===== config.mk =====
export PLATFORM = sky130hd
export DESIGN_NAME = mdio_frame_master
export DESIGN_NICKNAME = d
export VERILOG_FILES = /design/src/rtl/mdio_frame_pkg.sv /design/src/rtl/mdc_half_timer.sv /design/src/rtl/mdio_frame_seq.sv /design/src/rtl/mdio_frame_master.sv
export SDC_FILE = /design/constraint.sdc
export NUM_CORES = 1
export LEC_CHECK = 0
export CORE_UTILIZATION = 40
export DETAILED_ROUTE_END_ITERATION = 7
export DONT_BUFFER_PORTS = 1
export PLACE_DENSITY = 0.64
export SYNTH_ARGS = -nofsm -noshare
export SYNTH_HDL_FRONTEND = slang
export SYNTH_SLANG_ARGS = --single-unit

===== constraint.sdc =====
create_clock -name clk -period 3.52 [get_ports clk]
set_clock_uncertainty 0.1 [all_clocks]
set_input_delay 1.056 -clock clk [delete_from_list [all_inputs] [get_ports clk]]
set_output_delay 1.056 -clock clk [all_outputs]
set_load 0.1 [all_outputs]

===== src/rtl/mdio_frame_pkg.sv =====
package mdio_frame_pkg;

    localparam int ADDR_W        = 5;
    localparam int DATA_W        = 16;
    localparam int PRE_SLOTS     = 32;
    localparam int RECOVER_SLOTS = 32;
    localparam int RD_TAIL_SLOTS = 2;
    localparam int HDR_BITS      = 4 + 2 * ADDR_W;
    localparam int WR_BITS       = 2 + DATA_W;
    localparam int CNT_W         = $clog2(PRE_SLOTS) + 1;
    localparam logic [DATA_W-1:0] NO_PHY_WORD = '1;

    typedef enum logic [3:0] {
        ST_IDLE,
        ST_PRE,
        ST_HDR,
        ST_RD_TA,
        ST_RD_DATA,
        ST_RD_TAIL,
        ST_RD_RECOVER,
        ST_WR_BODY,
        ST_WR_TAIL
    } seq_state_t;

    typedef struct packed {
        logic              rd;
        logic [ADDR_W-1:0] phy;
        logic [ADDR_W-1:0] regad;
        logic [DATA_W-1:0] wdata;
    } mgmt_cmd_t;

    // start pattern, opcode, PHY address, register address; sent MSB first
    function automatic logic [HDR_BITS-1:0] frame_header(input mgmt_cmd_t c);
        logic [1:0] op;
        op = c.rd ? 2'b10 : 2'b01;
        return {2'b01, op, c.phy, c.regad};
    endfunction

    // write turnaround followed by the data word
    function automatic logic [WR_BITS-1:0] write_body(input mgmt_cmd_t c);
        return {2'b10, c.wdata};
    endfunction

endpackage


===== src/rtl/mdc_half_timer.sv =====
module mdc_half_timer #(
    parameter int HALF_PERIOD = 4
) (
    input  logic clk,
    input  logic rst,
    input  logic launch_i,
    input  logic active_i,
    input  logic last_i,
    output logic mdc_o,
    output logic slot_end_o
);
    localparam int CW = (HALF_PERIOD > 1) ? $clog2(HALF_PERIOD) : 1;
    localparam logic [CW-1:0] CNT_LAST = CW'(HALF_PERIOD - 1);

    logic [CW-1:0] cnt_q;
    logic          mdc_q;
    logic          half_end;

    assign half_end   = active_i && (cnt_q == CNT_LAST);
    assign slot_end_o = half_end && mdc_q;
    assign mdc_o      = mdc_q;

    always_ff @(posedge clk) begin
        if (rst) begin
            cnt_q <= '0;
            mdc_q <= 1'b1;
        end else if (launch_i) begin
            cnt_q <= '0;
            mdc_q <= 1'b0;
        end else if (half_end) begin
            cnt_q <= '0;
            // after the final slot the clock parks high
            mdc_q <= !mdc_q || last_i;
        end else if (active_i) begin
            cnt_q <= cnt_q + 1'b1;
        end
    end

endmodule


===== src/rtl/mdio_frame_seq.sv =====
module mdio_frame_seq
    import mdio_frame_pkg::*;
(
    input  logic              clk,
    input  logic              rst,
    input  logic              start_i,
    input  mgmt_cmd_t         cmd_i,
    input  logic              mdio_i,
    input  logic              slot_end_i,
    output logic              launch_o,
    output logic              busy_o,
    output logic              last_o,
    output logic              mdio_o,
    output logic              mdio_oe_o,
    output logic              done_o,
    output logic              err_o,
    output logic [DATA_W-1:0] rd_data_o
);
    seq_state_t          st_q;
    logic [CNT_W-1:0]    left_q;
    logic [HDR_BITS-1:0] hdr_sr;
    logic [WR_BITS-1:0]  wr_sr;
    logic [DATA_W-1:0]   rd_sr;
    logic                is_rd_q;
    logic                left_zero;

    assign left_zero = (left_q == '0);
    assign launch_o  = start_i && (st_q == ST_IDLE);
    assign busy_o    = (st_q != ST_IDLE);
    assign last_o    = left_zero &&
                       ((st_q == ST_RD_TAIL) || (st_q == ST_RD_RECOVER) || (st_q == ST_WR_TAIL));

    always_ff @(posedge clk) begin
        if (rst) begin
            st_q      <= ST_IDLE;
            left_q    <= '0;
            hdr_sr    <= '0;
            wr_sr     <= '0;
            rd_sr     <= '0;
            is_rd_q   <= 1'b0;
            mdio_o    <= 1'b1;
            mdio_oe_o <= 1'b0;
            done_o    <= 1'b0;
            err_o     <= 1'b0;
            rd_data_o <= '0;
        end else begin
            done_o <= 1'b0;
            if (launch_o) begin
                st_q      <= ST_PRE;
                left_q    <= CNT_W'(PRE_SLOTS - 1);
                hdr_sr    <= frame_header(cmd_i);
                wr_sr     <= write_body(cmd_i);
                is_rd_q   <= cmd_i.rd;
                mdio_o    <= 1'b1;
                mdio_oe_o <= 1'b1;
            end else if (slot_end_i) begin
                case (st_q)
                    ST_PRE: begin
                        if (left_zero) begin
                            st_q   <= ST_HDR;
                            left_q <= CNT_W'(HDR_BITS - 1);
                            mdio_o <= hdr_sr[HDR_BITS-1];
                            hdr_sr <= hdr_sr << 1;
                        end else begin
                            left_q <= left_q - 1'b1;
                        end
                    end
                    ST_HDR: begin
                        if (left_zero) begin
                            if (is_rd_q) begin
                                st_q      <= ST_RD_TA;
                                left_q    <= '0;
                                mdio_oe_o <= 1'b0;
                            end else begin
                                st_q   <= ST_WR_BODY;
                                left_q <= CNT_W'(WR_BITS - 1);
                                mdio_o <= wr_sr[WR_BITS-1];
                                wr_sr  <= wr_sr << 1;
                            end
                        end else begin
                            left_q <= left_q - 1'b1;
                            mdio_o <= hdr_sr[HDR_BITS-1];
                            hdr_sr <= hdr_sr << 1;
                        end
                    end
                    ST_RD_TA: begin
                        if (mdio_i) begin
                            st_q   <= ST_RD_RECOVER;
                            left_q <= CNT_W'(RECOVER_SLOTS - 1);
                        end else begin
                            st_q   <= ST_RD_DATA;
                            left_q <= CNT_W'(DATA_W - 1);
                        end
                    end
                    ST_RD_DATA: begin
                        rd_sr <= {rd_sr[DATA_W-2:0], mdio_i};
                        if (left_zero) begin
                            st_q   <= ST_RD_TAIL;
                            left_q <= CNT_W'(RD_TAIL_SLOTS - 1);
                        end else begin
                            left_q <= left_q - 1'b1;
                        end
                    end
                    ST_RD_TAIL: begin
                        if (left_zero) begin
                            st_q      <= ST_IDLE;
                            done_o    <= 1'b1;
                            err_o     <= 1'b0;
                            rd_data_o <= rd_sr;
                            mdio_o    <= 1'b1;
                        end else begin
                            left_q <= left_q - 1'b1;
                        end
                    end
                    ST_RD_RECOVER: begin
                        if (left_zero) begin
                            st_q      <= ST_IDLE;
                            done_o    <= 1'b1;
                            err_o     <= 1'b1;
                            rd_data_o <= NO_PHY_WORD;
                            mdio_o    <= 1'b1;
                        end else begin
                            left_q <= left_q - 1'b1;
                        end
                    end
                    ST_WR_BODY: begin
                        if (left_zero) begin
                            st_q      <= ST_WR_TAIL;
                            left_q    <= '0;
                            mdio_oe_o <= 1'b0;
                        end else begin
                            left_q <= left_q - 1'b1;
                            mdio_o <= wr_sr[WR_BITS-1];
                            wr_sr  <= wr_sr << 1;
                        end
                    end
                    ST_WR_TAIL: begin
                        st_q   <= ST_IDLE;
                        done_o <= 1'b1;
                        err_o  <= 1'b0;
                        mdio_o <= 1'b1;
                    end
                    default: begin
                        st_q      <= ST_IDLE;
                        mdio_oe_o <= 1'b0;
                    end
                endcase
            end
        end
    end

endmodule


===== src/rtl/mdio_frame_master.sv =====
module mdio_frame_master
    import mdio_frame_pkg::*;
#(
    parameter int HALF_PERIOD = 4
) (
    input  logic        clk,
    input  logic        rst,
    input  logic        start_i,
    input  logic        rd_i,
    input  logic [4:0]  phy_addr_i,
    input  logic [4:0]  reg_addr_i,
    input  logic [15:0] wr_data_i,
    output logic        busy_o,
    output logic        done_o,
    output logic        err_o,
    output logic [15:0] rd_data_o,
    output logic        mdc_o,
    output logic        mdio_o,
    output logic        mdio_oe_o,
    input  logic        mdio_i
);
    mgmt_cmd_t cmd;
    logic      launch;
    logic      last_slot;
    logic      slot_end;

    assign cmd = '{rd: rd_i, phy: phy_addr_i, regad: reg_addr_i, wdata: wr_data_i};

    mdc_half_timer #(.HALF_PERIOD(HALF_PERIOD)) timer_i (
        .clk        (clk),
        .rst        (rst),
        .launch_i   (launch),
        .active_i   (busy_o),
        .last_i     (last_slot),
        .mdc_o      (mdc_o),
        .slot_end_o (slot_end)
    );

    mdio_frame_seq seq_i (
        .clk        (clk),
        .rst        (rst),
        .start_i    (start_i),
        .cmd_i      (cmd),
        .mdio_i     (mdio_i),
        .slot_end_i (slot_end),
        .launch_o   (launch),
        .busy_o     (busy_o),
        .last_o     (last_slot),
        .mdio_o     (mdio_o),
        .mdio_oe_o  (mdio_oe_o),
        .done_o     (done_o),
        .err_o      (err_o),
        .rd_data_o  (rd_data_o)
    );

endmodule


# After elaboration in Yosys (flattened, before gate mapping)
# Index checks and enable logic that the tools add are counted.
dict set report totals {
  ff_bits 82
  inputBits 31
  out_inout_bits 22
  wordCells 145
}
dict set report classes {
  add_sub_neg 2
  eq_ne 32
  mux 52
  bitwise 2
  reduce_logical 40
}
# cell n
set op_table {}
lappend op_table {{18-bit two-way mux} 5}
lappend op_table {{18-bit case mux with 2 select lines} 1}
lappend op_table {{6-bit case mux with 6 select lines} 1}
lappend op_table {{16-bit two-way mux} 2}
lappend op_table {{16-bit case mux with 2 select lines} 1}
lappend op_table {{6-bit two-way mux} 5}
lappend op_table {{14-bit two-way mux} 2}
lappend op_table {{14-bit case mux with 2 select lines} 1}
lappend op_table {{13-bit two-way mux} 2}
lappend op_table {{5-bit AND reduction} 5}
lappend op_table {{4-bit case mux with 6 select lines} 1}
lappend op_table {{4-bit two-way mux} 5}
lappend op_table {{5-bit two-way mux} 4}
lappend op_table {{6-bit AND reduction} 3}
lappend op_table {{4-bit by 3-bit == test with 1-bit output (second input constant)} 4}
lappend op_table {{2-bit by 1-bit inequality test with 1-bit output (second input constant)} 8}
lappend op_table {{1-bit two-way mux} 15}
lappend op_table {{3-bit by 2-bit inequality test with 1-bit output (second input constant)} 5}
lappend op_table {{3-bit inequality test (second input constant)} 5}
lappend op_table {{2-bit nonzero test} 5}
lappend op_table {{3-bit AND reduction} 3}
lappend op_table {{3-bit nonzero test} 3}
lappend op_table {{4-bit by 2-bit == test with 1-bit output (second input constant)} 2}
lappend op_table {{2-bit inequality test (second input constant)} 4}
lappend op_table {{other kinds (25)} 36}

# Depth between registers and ports, before layout
dict set report depth {
  depth_word 7
  mapped_depth 10
  depth_no_buf 7
}

# Hierarchy
# From an unflattened synthesis, not the netlist that was laid out.
dict set report hier_totals {
  cells_unflattened 487
  area_unflattened_um2 3978.8
}
# module instances cells_each area_per_inst_um2 seq_area_each_um2
set modules_own_cells {}
lappend modules_own_cells {mdio_frame_seq 1 472 3824.9 1581.5}
lappend modules_own_cells {mdc_half_timer 1 15 153.9 60.1}

# Least setup slack after synthesis
# No wires, ideal clock.
dict set report synth_path {
  path_kind {register to register}
  start {reg timer_i.mdc_q, in the netlist timer_i.mdc_o}
  end {reg seq_i.left_q[5]}
  setup_time_ns 0.074
  arrival_ns 2.358
  required_time_ns 3.346
  slack_ns 0.988
  stages_incl_launch_ff 6
  path_buffers 0
  synth_period_minus_slack_ns 2.532
  path_cell_list {dfxtp_1 nand3b_1 a2111oi_4 nor2b_1 or4_1 a31oi_1}
}
dict set report synth_between {
  elab_chain_len 2
}
# item line
set synth_rtl {}
lappend synth_rtl {{start: declaration} mdc_half_timer.sv:16} ;# logic mdc_q;
lappend synth_rtl {{start signal: assignment} mdc_half_timer.sv:33} ;# mdc_q <= !mdc_q || last_i;
lappend synth_rtl {{1-bit logical AND} mdc_half_timer.sv:20} ;# assign slot_end_o = half_end && mdc_q;
lappend synth_rtl {{3-bit AND reduction (no source line)} -}
lappend synth_rtl {{end signal: assignment} mdio_frame_seq.sv:50} ;# left_q <= CNT_W'(PRE_SLOTS - 1);
lappend synth_rtl {{end signal: assignment} mdio_frame_seq.sv:61} ;# left_q <= CNT_W'(HDR_BITS - 1);
lappend synth_rtl {{end signal: assignment} mdio_frame_seq.sv:65} ;# left_q <= left_q - 1'b1;
lappend synth_rtl {{end: declaration} mdio_frame_seq.sv:20} ;# logic [CNT_W-1:0] left_q;
# Every way passes these cells.
# A chain may end at the register's enable or synchronous reset.

# Worst setup path in the final report
dict set report layout_path {
  start {reg seq_i.st_q[0]}
  end {out busy_o}
}
dict set report layout_between {
  elab_chain_len 1
}
# item line
set layout_rtl {}
lappend layout_rtl {{start: declaration} mdio_frame_seq.sv:19} ;# seq_state_t st_q;
lappend layout_rtl {{start signal: assignment} mdio_frame_seq.sv:35} ;# st_q <= ST_IDLE;
lappend layout_rtl {{start signal: assignment} mdio_frame_seq.sv:49} ;# st_q <= ST_PRE;
lappend layout_rtl {{start signal: assignment} mdio_frame_seq.sv:60} ;# st_q <= ST_HDR;
lappend layout_rtl {{4-bit nonzero test} mdio_frame_seq.sv:29} ;# assign busy_o = (st_q != ST_IDLE);
lappend layout_rtl {{end: declaration} mdio_frame_master.sv:13} ;# output logic busy_o,
# Every way passes these cells.

==> impl_metrics.yaml <==
timing:
  fin_crit_ps: 2900
  fmax_mhz: 345
  tightest_slew_ps: 1020
  slew_headroom: 0.318
  finalSetupViolations: 0
  period_share: 0.823
  finalHoldViolations: 0
  setup-tns-final_ps: 0
  rsz0062_at_grt: "false"
  drv_slew: 0
drt:
  via_per_inst: 5.72
  vias: 3473
  first_iter_violations: 266
  drc: 0
  firstDrtPassIters: 5
  antenna_left: 0
  totalWireLength_um: 9480
  wl_per_cell_um: 15.6
global_routing:
  grt_first_pass_wirelength_um: 16100
  grt_pass1_vias: 3247
  gr-total-overflow: 0
  antenna_found_initial: 0
  grt_start_max_net_pins: 76
  track_usage: 0.198
critical_path:
  worst_setup_path_start_kind: "flop"
  crit_family: "buffers and inverters"
  reg2reg_to: "seq_i.rd_data_o[13]$_SDFFE_PP0P_"
  r2r_cells: 7
  cpMaxStageDelayCell: "inv_1"
  max_stage_delay_ps: 540
  required_ps: 2360
  regToRegStartpoint: "seq_i.left_q[0]$_SDFFE_PP0P_"
  crit_type: "reg2out"
  r2r_slack_ps: 1000
  cp_max_fo: 8
  critPathBufInv: 1
  critPathArrivalTime_ps: 1740
  endpoint_kind: "output port"
  path_cells: "nor4_4 > inv_1"
cells_and_area:
  n_fill_cell: 965
  drive_above_1_share: 0.0816
  layout_commonest_cell: "nand2_1"
  num-nets-final: 506
  seq_area_sq_um: 1640
  synthToLayoutAreaGrowth_pct: 5.41
  multi_input_area_sq_um: 2070
  fin_area_sq_um: 4140
  final_cell_mix: "87 x nand2_1, 82 x dfxtp_1, 57 x nor2_1"
  num_antenna_cells: 0
clock_tree:
  clock-sinks: 82
  h-tree-depth: 3
  cts_buffers: 9
  path_clk_slew_ps: 100
  clk_latency_ps: 360
  cts_tree: "done"
  cts_root_buffer: "clkbuf_8"
  post_cts_resized: 0
  cts_setup_buffers: 0
  hold_buffers: 0
  clockBufferDepth: 2
placed_design:
  port_buffers: 0
  gp_routability_congestion: 0.873
  place_area_sq_um: 3960
  dp_hpwl_um: 6280
synth:
  synth_largest_area_cell: "dfxtp_1"
  synthFlopType: "dfxtp_1"
  synth_top_cell_area_share: 0.418
  yosys_warnings: 0
  synth.area.top_cells: "dfxtp_1 42%, nand2_1 8.3%, a21oi_1 5.6%"
  syn_nets: 524
  synthArstFlopShare: 0
  syn_inst: 491
  synth_area_per_cell_sq_um: 8.01
  synth_edf_count: 0
  syn_area_sq_um: 3930
  ys_seq_elements: 82
  ys_seq_area_frac: 0.418
  synth_cell_types: 61
status:
  status: "finished, final reports clean"
pwr:
  p_leak_nw: 1.38
  vdd_drop_max_uv: 200
  power_density_nw_per_um2: 441
hold_path:
  min_to: "seq_i.rd_sr[15]$_SDFFE_PP0P_"
  whs_path_depth: 2
  worstHoldStart: "seq_i.rd_sr[15]$_SDFFE_PP0P_"
  hp-class: "reg2reg"
die:
  die_width_um: 101
  die_y_um: 101
  start_util: 0.419
  rows: 35
  dieArea_sq_um: 10200
  core_area_sq_um: 9370
  pin_count: 53
job:
  cap_violations: 0
[metal layers]
layer / global-route usage / vias to the layer above / routed length [um]
met5: 0 / - / 0
met4: 0.0858 / 0 / 185
met3: 0.0400 / 14 / 481
met2: 0.320 / 100 / 4470
met1: 0.256 / 1638 / 4350
li1: - / 1721 / -
[metrics by stage]
step	worst slack (ps)	hold WS (ps)	power, mW	cells	utilization
floorplan	988	332	1.18	491	-
global placement	1010	339	1.20	591	0.423
detailed placement	1000	340	1.20	591	0.423
CTS	590	354	1.84	607	0.442
global route	518	377	1.91	607	0.442
finish	622	356	1.83	607	0.442
[how the worst max path moves through the flow]
| stage | endpoint | slack (ps) | depth (start not counted) | from |
|---|---|---|---|---|
| after global routing | busy_o | 520 | 2 | seq_i.st_q[0]$_SDFFE_PP0P_ |
| after detailed placement | busy_o | 1000 | 2 | seq_i.st_q[0]$_SDFFE_PP0P_ |
| after global placement | busy_o | 1010 | 2 | seq_i.st_q[0]$_SDFFE_PP0P_ |
| after CTS | busy_o | 590 | 2 | seq_i.st_q[0]$_SDFFE_PP0P_ |
| final | busy_o | 620 | 2 | seq_i.st_q[0]$_SDFFE_PP0P_ |
| after floorplan | seq_i.left_q[5]$_SDFFE_PP0P_ | 990 | 5 | timer_i.mdc_o$_SDFFE_PP1P_ |
[state kept, by name (all words and copies together), names as in the netlist, 2 cells and up]
signal           count
seq_i.wr_sr         18
timer_i.cnt_q        2
seq_i.st_q           4
seq_i.rd_sr         16
seq_i.left_q         6
seq_i.hdr_sr        14
seq_i.rd_data_o     16
[kinds of logic after synthesis]
| family | Yosys count | synth area share |
|---|---|---|
| flops | 82 | 0.418 |
| buf+inv | 44 | 0.0554 |
| fa+ha+maj | 2 | 0.00636 |
| compound gates | 134 | 0.236 |
| simple gates | 227 | 0.280 |
| mux | 1 | 0.00255 |
| xor+xnor | 1 | 0.00223 |
[power by group]
part	internal [mW]	switching [mW]
Combinational	0.0621	0.120
Sequential	0.965	0.0343
Clock	0.269	0.379
[layout make-up]
class,count,share of cell area
timing repair buffer,8,0.0145
multi-input combinational,365,0.500
clock inverter,7,0.0142
sequential,82,0.396
tap,129,0.0389
inverter,7,0.00634
clock buffer,9,0.0299
[cells in the mapped netlist (all sizes together), types with 2 or more instances]
| master | n |
|---|---|
| a22oi | 11 |
| inv | 7 |
| nor4bb | 2 |
| a41oi | 2 |
| or2 | 4 |
| nor3 | 19 |
| nor2 | 58 |
| and3 | 3 |
| o21ai | 13 |
| nand4 | 2 |
| and2 | 2 |
| o31ai | 3 |
| o22ai | 19 |
| nand3b | 2 |
| a21boi | 2 |
| dfxtp | 82 |
| a311oi | 15 |
| nand3 | 15 |
| or3 | 2 |
| o211ai | 3 |
| a21oi | 45 |
| nor4 | 7 |
| nor3b | 2 |
| or3b | 4 |
| o21a | 3 |
| buf | 22 |
| nand2b | 7 |
| ha | 2 |
| a211oi | 4 |
| a2111oi | 2 |
| nand2 | 87 |
| nor2b | 5 |
| clkbuf | 15 |
| a31oi | 6 |
[worst min-delay path: cells and delay by family, from the launching register on]
family	cells	cell delay, ps
compound gates	1	50
simple gates	1	50
flops	1	320
Power figures use the tool's default switching activity.
